--- src/rtl/pci_irq_router_pkg.sv ---
package pci_irq_router_pkg;
    localparam int unsigned ROUTE_W = 8;
    typedef logic [ROUTE_W-1:0] route_t;
    // bit 7 set: line steered nowhere
    localparam route_t ROUTE_RESET = 8'h80;
endpackage

--- src/rtl/pci_irq_route_regs.sv ---
module pci_irq_route_regs
    import pci_irq_router_pkg::*;
#(
    parameter int NUM_LINES = 4,
    parameter int ADDR_W    = 8,
    parameter int BASE_ADDR = 'h60
) (
    input  logic                        clk,
    input  logic                        rst_n,
    input  logic                        wr_en,
    input  logic [ADDR_W-1:0]           addr,
    input  route_t                      wr_data,
    output route_t                      rd_data,
    output route_t [NUM_LINES-1:0]      routes
);
    logic [NUM_LINES-1:0] sel;
    route_t [NUM_LINES-1:0] routes_q;

    for (genvar i = 0; i < NUM_LINES; i++) begin : g_line
        assign sel[i] = (addr == ADDR_W'(BASE_ADDR + i));

        always_ff @(posedge clk) begin
            if (!rst_n) begin
                routes_q[i] <= ROUTE_RESET;
            end else if (wr_en && sel[i]) begin
                routes_q[i] <= wr_data;
            end
        end

        AST_ROUTE_WRITE_TAKES: assert property (@(posedge clk) disable iff (!rst_n)
            (wr_en && addr == ADDR_W'(BASE_ADDR + i)) |=> routes_q[i] == $past(wr_data));
    end

    always_comb begin
        rd_data = '0;
        for (int i = 0; i < NUM_LINES; i++) begin
            if (sel[i]) rd_data = routes_q[i];
        end
    end

    assign routes = routes_q;

    AST_STRAY_WRITE_IGNORED: assert property (@(posedge clk) disable iff (!rst_n)
        (wr_en && sel == '0) |=> $stable(routes_q));
endmodule

--- src/rtl/pci_irq_route_decode.sv ---
module pci_irq_route_decode
    import pci_irq_router_pkg::*;
#(
    parameter int NUM_LINES = 4,
    parameter int NUM_IRQS  = 16
) (
    input  logic                                  clk,
    input  logic                                  rst_n,
    input  route_t [NUM_LINES-1:0]                routes,
    output logic   [NUM_LINES-1:0][NUM_IRQS-1:0]  hit
);
    localparam int IDX_W = (NUM_IRQS > 1) ? $clog2(NUM_IRQS) : 1;

    for (genvar i = 0; i < NUM_LINES; i++) begin : g_dec
        logic in_range;
        assign in_range = (routes[i] < ROUTE_W'(NUM_IRQS));
        assign hit[i]   = in_range ? (NUM_IRQS'(1) << routes[i][IDX_W-1:0]) : '0;

        AST_ONE_TARGET_AT_MOST: assert property (@(posedge clk) disable iff (!rst_n)
            $onehot0(hit[i]));
        AST_HIGH_ROUTE_DEAD: assert property (@(posedge clk) disable iff (!rst_n)
            (routes[i] >= ROUTE_W'(NUM_IRQS)) |-> hit[i] == '0);
    end
endmodule

--- src/rtl/pci_irq_merge.sv ---
module pci_irq_merge #(
    parameter int NUM_LINES = 4,
    parameter int NUM_IRQS  = 16
) (
    input  logic                                 clk,
    input  logic                                 rst_n,
    input  logic [NUM_LINES-1:0]                 level,
    input  logic [NUM_LINES-1:0][NUM_IRQS-1:0]   hit,
    output logic [NUM_IRQS-1:0]                  irq_q
);
    logic [NUM_IRQS-1:0] irq_d;

    always_comb begin
        irq_d = '0;
        for (int j = 0; j < NUM_IRQS; j++) begin
            for (int i = 0; i < NUM_LINES; i++) begin
                irq_d[j] = irq_d[j] | (level[i] & hit[i][j]);
            end
        end
    end

    always_ff @(posedge clk) begin
        if (!rst_n) irq_q <= '0;
        else        irq_q <= irq_d;
    end

    AST_QUIET_WHEN_ALL_LOW: assert property (@(posedge clk) disable iff (!rst_n)
        (level == '0) |=> irq_q == '0);
    AST_NO_MORE_IRQS_THAN_LINES: assert property (@(posedge clk) disable iff (!rst_n)
        (level != '0) |=> $countones(irq_q) <= $countones($past(level)));
endmodule

--- src/rtl/pci_irq_router.sv ---
module pci_irq_router
    import pci_irq_router_pkg::*;
#(
    parameter int NUM_LINES = 4,
    parameter int NUM_IRQS  = 16,
    parameter int ADDR_W    = 8,
    parameter int BASE_ADDR = 'h60
) (
    input  logic                  clk,
    input  logic                  rst_n,
    input  logic [NUM_LINES-1:0]  pci_int_level,
    input  logic                  cfg_wr_en,
    input  logic [ADDR_W-1:0]     cfg_addr,
    input  logic [ROUTE_W-1:0]    cfg_wr_data,
    output logic [ROUTE_W-1:0]    cfg_rd_data,
    output logic [NUM_IRQS-1:0]   legacy_irq
);
    route_t [NUM_LINES-1:0]               routes;
    logic   [NUM_LINES-1:0][NUM_IRQS-1:0] hit;

    pci_irq_route_regs #(
        .NUM_LINES (NUM_LINES),
        .ADDR_W    (ADDR_W),
        .BASE_ADDR (BASE_ADDR)
    ) u_regs (
        .clk     (clk),
        .rst_n   (rst_n),
        .wr_en   (cfg_wr_en),
        .addr    (cfg_addr),
        .wr_data (cfg_wr_data),
        .rd_data (cfg_rd_data),
        .routes  (routes)
    );

    pci_irq_route_decode #(
        .NUM_LINES (NUM_LINES),
        .NUM_IRQS  (NUM_IRQS)
    ) u_decode (
        .clk    (clk),
        .rst_n  (rst_n),
        .routes (routes),
        .hit    (hit)
    );

    pci_irq_merge #(
        .NUM_LINES (NUM_LINES),
        .NUM_IRQS  (NUM_IRQS)
    ) u_merge (
        .clk   (clk),
        .rst_n (rst_n),
        .level (pci_int_level),
        .hit   (hit),
        .irq_q (legacy_irq)
    );

    AST_RESET_OUTPUTS_LOW: assert property (@(posedge clk)
        !rst_n |=> legacy_irq == '0);
endmodule

--- config.mk ---
export PLATFORM = sky130hd
export DESIGN_NAME = pci_irq_router
export DESIGN_NICKNAME = d
export VERILOG_FILES = /design/src/rtl/pci_irq_router_pkg.sv /design/src/rtl/pci_irq_route_regs.sv /design/src/rtl/pci_irq_route_decode.sv /design/src/rtl/pci_irq_merge.sv /design/src/rtl/pci_irq_router.sv
export SDC_FILE = /design/constraint.sdc
export NUM_CORES = 1
export LEC_CHECK = 0
export ABC_AREA = 1
export BUFFER_PORTS_ARGS = -buffer_cell sky130_fd_sc_hd__buf_4
export CORE_ASPECT_RATIO = 0.6
export CORE_MARGIN = 4
export CORE_UTILIZATION = 35
export DETAILED_ROUTE_END_ITERATION = 10
export HOLD_SLACK_MARGIN = 0.03
export SKIP_LAST_GASP = 1
export SLEW_MARGIN = 20
export SYNTH_ARGS = -nofsm -noshare
export SYNTH_HDL_FRONTEND = slang
export SYNTH_SLANG_ARGS = --single-unit
export TNS_END_PERCENT = 5
--- constraint.sdc ---
create_clock -name clk -period 2.2 [get_ports clk]
set_input_delay 0.11 -clock clk [delete_from_list [all_inputs] [get_ports clk]]
set_output_delay 0.11 -clock clk [all_outputs]
set_load 0.02 [all_outputs]
==> Word-level counts from Yosys, hierarchy flattened <==
Index checks and enable logic that the tools add are counted.
{ "word_totals": {"reg_bits": 48, "input_bits": 23, "output_inout_bits": 24, "wordCells": 141} }
{ "classes": {"order_cmp": 4, "n_eq_ne": 4, "shifts": 4, "mux": 8, "bitwise": 112, "reduce_logical": 4} }
{ "op_table": {"columns": ["cell", "n"], "rows": [
  ["bitwise AND 1 bit", 64],
  ["two-way mux 16 bit", 4],
  ["left shift 1 x 4 -> 16 bit, first input constant", 4],
  ["OR 1 bit", 48],
  ["== test 8 x 7 -> 1 bit, second input constant", 4],
  ["less-than comparator 8 x 5 -> 1 bit, second input constant", 4],
  ["two-way mux 8 bit", 4],
  ["logical AND 1 bit", 4]
]} }

==> Longest topological paths before layout <==
{ "depth": {"depth_word": 6, "ltp_mapped": 8} }

==> Cells and area by module <==
Synthesis repeated with hierarchy kept, for this count alone.
{ "hier_totals": {"hier_cells": 577, "hier_area_um2": 3439.5} }
{ "by_module_without_submodules": {"columns": ["mod", "instances", "cells_each", "area_per_inst_um2"], "rows": [
  ["pci_irq_route_regs", 1, 295, 1933.1],
  ["pci_irq_merge", 1, 154, 915.9],
  ["pci_irq_route_decode", 1, 128, 590.6]
]} }

==> Worst setup path after synthesis <==
No wires, ideal clock.
{ "synth_path": {"kind": "reg2reg", "start": "register u_regs.routes_q, in the netlist u_regs.routes[28]", "end": "register u_merge.irq_q[7]", "setup_time_ns": 0.063, "arrival_time_ns": 1.056, "path_slack_ns": 1.081, "stages_incl_launch_ff": 8, "path_buffers": 1, "period_less_slack_ns": 1.119, "cell_sequence": "dfxtp_1 -> or2_4 -> nor2_4 -> buf_6 -> nand3_1 -> nand2_1 -> nor2_1 -> nor2_2"} }
{ "synth_via": {"elab_chain_len": 4} }
{ "synth_rtl": {"columns": ["item", "line", "source"], "rows": [
  ["start, declared", "pci_irq_route_regs.sv:17", "route_t [NUM_LINES-1:0] routes_q;"],
  ["start signal, assigned by index", "pci_irq_route_regs.sv:26", "routes_q[i] <= wr_data;"],
  ["less-than comparator 8 x 5 -> 1 bit", "pci_irq_route_decode.sv:16", "assign in_range = (routes[i] < ROUTE_W'(NUM_IRQS));"],
  ["two-way mux 16 bit", "pci_irq_route_decode.sv:17", "assign hit[i] = in_range ? (NUM_IRQS'(1) << routes[i][IDX_W-1:0]) : '0;"],
  ["bitwise AND 1 bit", "pci_irq_merge.sv:17", "irq_d[j] = irq_d[j] | (level[i] & hit[i][j]);"],
  ["OR 1 bit", "pci_irq_merge.sv:17", null],
  ["end signal, assigned", "pci_irq_merge.sv:24", "else irq_q <= irq_d;"],
  ["end, declared", "pci_irq_merge.sv:9", "output logic [NUM_IRQS-1:0] irq_q"]
]} }
No other way between the ends.
A chain may end at the register's enable or synchronous reset.

==> Worst setup path in the final report <==
{ "layout_path": {"start": "register u_regs.routes_q, in the netlist u_regs.routes[18]", "end": "output cfg_rd_data[2]"} }
{ "layout_via": {"elab_chain_len": 2} }
{ "layout_rtl": {"columns": ["item", "line", "source"], "rows": [
  ["two-way mux 8 bit (2 in series)", "pci_irq_route_regs.sv:37", "if (sel[i]) rd_data = routes_q[i];"],
  ["end, declared", "pci_irq_router.sv:15", "output logic [ROUTE_W-1:0] cfg_rd_data,"]
]} }
No other way between the ends.

==> flow_metrics.py <==
metrics = {
    "hold_path": {
        "hold_path.startpoint": "cfg_wr_data[7]",
        "hp-class": "primary input to flop",
    },
    "setup_path": {
        "cp_cell_sequence": "inv_1 -> o2111ai_1 -> nand2_1 -> nand2_1 -> buf_4",
        "type_of_the_setup_path_with_the_least_slack": "flop to primary output",
        "worstSetupPathDepth": 5,
        "critical_path.max_stage_delay_ns": 0.49,
        "crit_end": "cfg_rd_data[2]",
        "worst-endpoint-arrival_ns": 1.47,
        "regToRegStartpoint": "u_regs.routes[5]",
        "worstPathMaxFanout": 8,
        "timing.critical_path.to_type": "primary output",
        "timing.critical_path.from": "u_regs.routes[18]",
        "regToRegSetupSlack_ns": 0.67,
        "cp_num_buf_inv": 2,
        "timing.critical_path.required_ns": 2.09,
        "top_cell_family_by_delay_on_the_critical_path": "flip-flops",
        "crit_path_max_delay_cell_type": "dfxtp_1",
        "timing.critical_path.from_type": "flop",
        "r2r.worst_path.cells": 7,
        "critical_path.reg2reg.endpoint": "u_merge.irq_q[3]",
        "crit_path_frequent_cell": "nand2_1",
    },
    "cts": {
        "ctsResizeCount": 0,
        "tritoncts": "built",
        "worst_skew_pair.late_latency_ns": 0.29,
        "clock_path_buffers": 2,
        "clk_root_buffer_cell": "clkbuf_16",
        "clkSlewWorstSetupHoldPaths_ns": 0.06,
        "cts_made_buffers": 5,
        "number_of_buffers_added_to_fix_hold_violations_after_cts": 0,
        "postCtsSetupRepairBufs": 0,
        "clock_tree.htree_level_count": 2,
        "cts_num_sinks": 48,
    },
    "drt": {
        "vias": 3143,
        "drt_iter0_markers": 433,
        "detail_route.wirelength_mm": 8.82,
        "ant_nets": 0,
        "drcViolationCount": 0,
        "vias_per_cell": 5.20,
        "routed_wire_length_per_instance_um": 14.6,
        "detailedRoute.firstPassIterationCount": 7,
    },
    "power_and_ir_drop": {
        "leakage_nw": 1.51,
        "report.power.total_mw": 1.80,
        "power.density_nw_per_um2": 529,
        "maximum_vdd_drop_uv": 230,
    },
    "logic_synthesis": {
        "syn_avg_cell_area_um2": 6.16,
        "ys_top_cells_by_count": "nand2_1 (104), nand3_1 (90), nor2_1 (89)",
        "post_synth_instance_area_um2": 2860,
        "netlist_instances": 465,
        "sequential_share_of_the_synthesized_area_pct": 33.6,
        "library_cell_with_the_largest_summed_area_after_synthesis": "dfxtp_1",
        "synth.net_count": 488,
        "yosys_register_bits": 48,
        "yosys_warnings": 0,
        "ys_async_sr_fraction_pct": 0,
        "synth_edf_count": 0,
        "yosys-top-cells-area": "dfxtp_1 (34%), nand3_1 (16%), nand2_1 (14%), nor2_1 (12%), inv_1 (4.1%)",
        "post_synth_num_cell_types": 26,
        "synth_top_area_share_pct": 33.6,
        "synthFlopType": "dfxtp_1",
        "yosysMostFrequentCell": "nand2_1",
    },
    "timing": {
        "final-hold-violation-count": 0,
        "final_period_minus_worst_setup_slack_ns": 1.58,
        "slew_headroom_pct": 56.7,
        "fmax_achieved_mhz": 633,
        "final_min_period_over_clock_period_pct": 71.8,
        "max_slew.worst_pin.slew_ns": 0.647,
        "finalSetupTns_ns": 0,
        "timing.clock.skew_ns": 0.00701,
        "rsz0062_at_grt": "false",
        "fin_worst_hold_slack_ns": 0.0833,
        "pins_over_their_slew_limit": 0,
        "setup_viol": 0,
    },
    "cells_and_area": {
        "antenna_cells": 0,
        "final_layout_size_suffix_gt1_share_pct": 15.5,
        "layout.nets": 521,
        "fillers": 824,
        "postLayoutCellArea_um2": 3390,
        "area_added_between_synthesis_and_finish_pct": 18.5,
        "final_core_util_pct": 42.9,
    },
    "grt": {
        "grt.total_usage_pct": 18.8,
        "grt_pass1_vias": 2828,
        "antenna_found_initial": 0,
        "grt_pass1_wl_mm": 14.7,
        "grt_max_degree": 30,
        "grt_overflow_total": 0,
    },
    "floorplanning": {
        "placementRows": 25,
        "core_area_um2": 7910,
        "dieWidth_um": 125,
        "dieArea_um2": 9740,
        "floorplan.initialDensity_pct": 36.2,
        "num_io_pins": 47,
        "dieHeight_um": 78.1,
    },
    "job": {
        "cap_violations": 0,
    },
    "placed_design": {
        "place_congestion": 0.956,
        "placedInstanceArea_um2": 3240,
        "port_buffers": 46,
        "hpwl_mm": 6.79,
    },
    "outcome": {
        "run_status": "finished clean",
    },
}
==> layer usage <==
layer | global-route usage [%] | wire (um) | vias to the layer above
met5 | 0 | 0 | -
met4 | 4.05 | 76 | 0
met3 | 5.37 | 798 | 11
met2 | 25.5 | 3480 | 137
met1 | 29.0 | 4470 | 1431
li1 | - | - | 1564
==> cell usage in the layout, fill, tap and decap left out, types with 2 or more instances in the layout <==
master and n:
a21oi_1 14, buf_4 50, clkbuf_16 5, clkinv_1 2, dfxtp_1 48, inv_1 31
inv_2 5, nand2_1 104, nand3_1 90, nand3_2 2, nand3b_1 2, nand4_1 7
nor2_1 89, nor2_2 5, nor2_4 6, nor3_1 16, o21ai_0 7, o21ai_1 7
==> worst min-delay path by stage <==
stage	endpoint	cells after the start
2_1_floorplan	u_regs.routes[7]	2
3_3_place_gp	u_regs.routes[7]	3
3_5_place_dp	u_regs.routes[7]	3
4_1_cts	u_regs.routes[7]	3
5_1_grt	u_regs.routes[13]	3
6_report	u_regs.routes[7]	3
==> report_power, final <==
part / total [mW] / switching (mW) / internal [mW] / leakage [nW]
registers: 0.872 / 0.00165 / 0.870 / 0.387
logic: 0.0931 / 0.0582 / 0.0349 / 1.05
clock network: 0.830 / 0.307 / 0.523 / 0.0757
total: 1.80 / 0.367 / 1.43 / 1.51
==> metrics by stage <==
| step | setup slack [ns] | instances |
|---|---|---|
| 6_report | 0.620 | 605 |
| 5_1_grt | 0.437 | 605 |
| 4_1_cts | 0.617 | 605 |
| 3_5_place_dp | 0.751 | 599 |
| 3_3_place_gp | 0.758 | 599 |
| 2_1_floorplan | 1.08 | 465 |
==> cell families after synthesis <==
group,count (synthesis),synth area share (%)
and+or+nand+nor,325,51.2
buffers and inverters,62,9.75
DFF,48,33.6
AOI/OAI and AO/OA,30,5.46
==> state kept, by name, indices dropped and copies added (netlist names) <==
signal,cells
u_merge.irq_q,16
u_regs.routes,32
==> worst reg2reg max path: cells and delay by family (launching register included) <==
kind / cells / cell delay [ns]
simple gates: 7 / 1.14
flops: 1 / 0.33
==> final cells by class <==
type / count / area [um^2] / share of cell area (%)
Clock inverter: 1 / 30.0 / 0.885
Sequential cell: 48 / 961 / 28.3
Timing Repair Buffer: 50 / 375 / 11.1
Tap cell: 108 / 135 / 3.98
Clock buffer: 5 / 125 / 3.69
Multi-Input combinational cell: 355 / 1620 / 47.8
Inverter: 38 / 143 / 4.21
No activity file was read; power rests on OpenSTA's default activity.
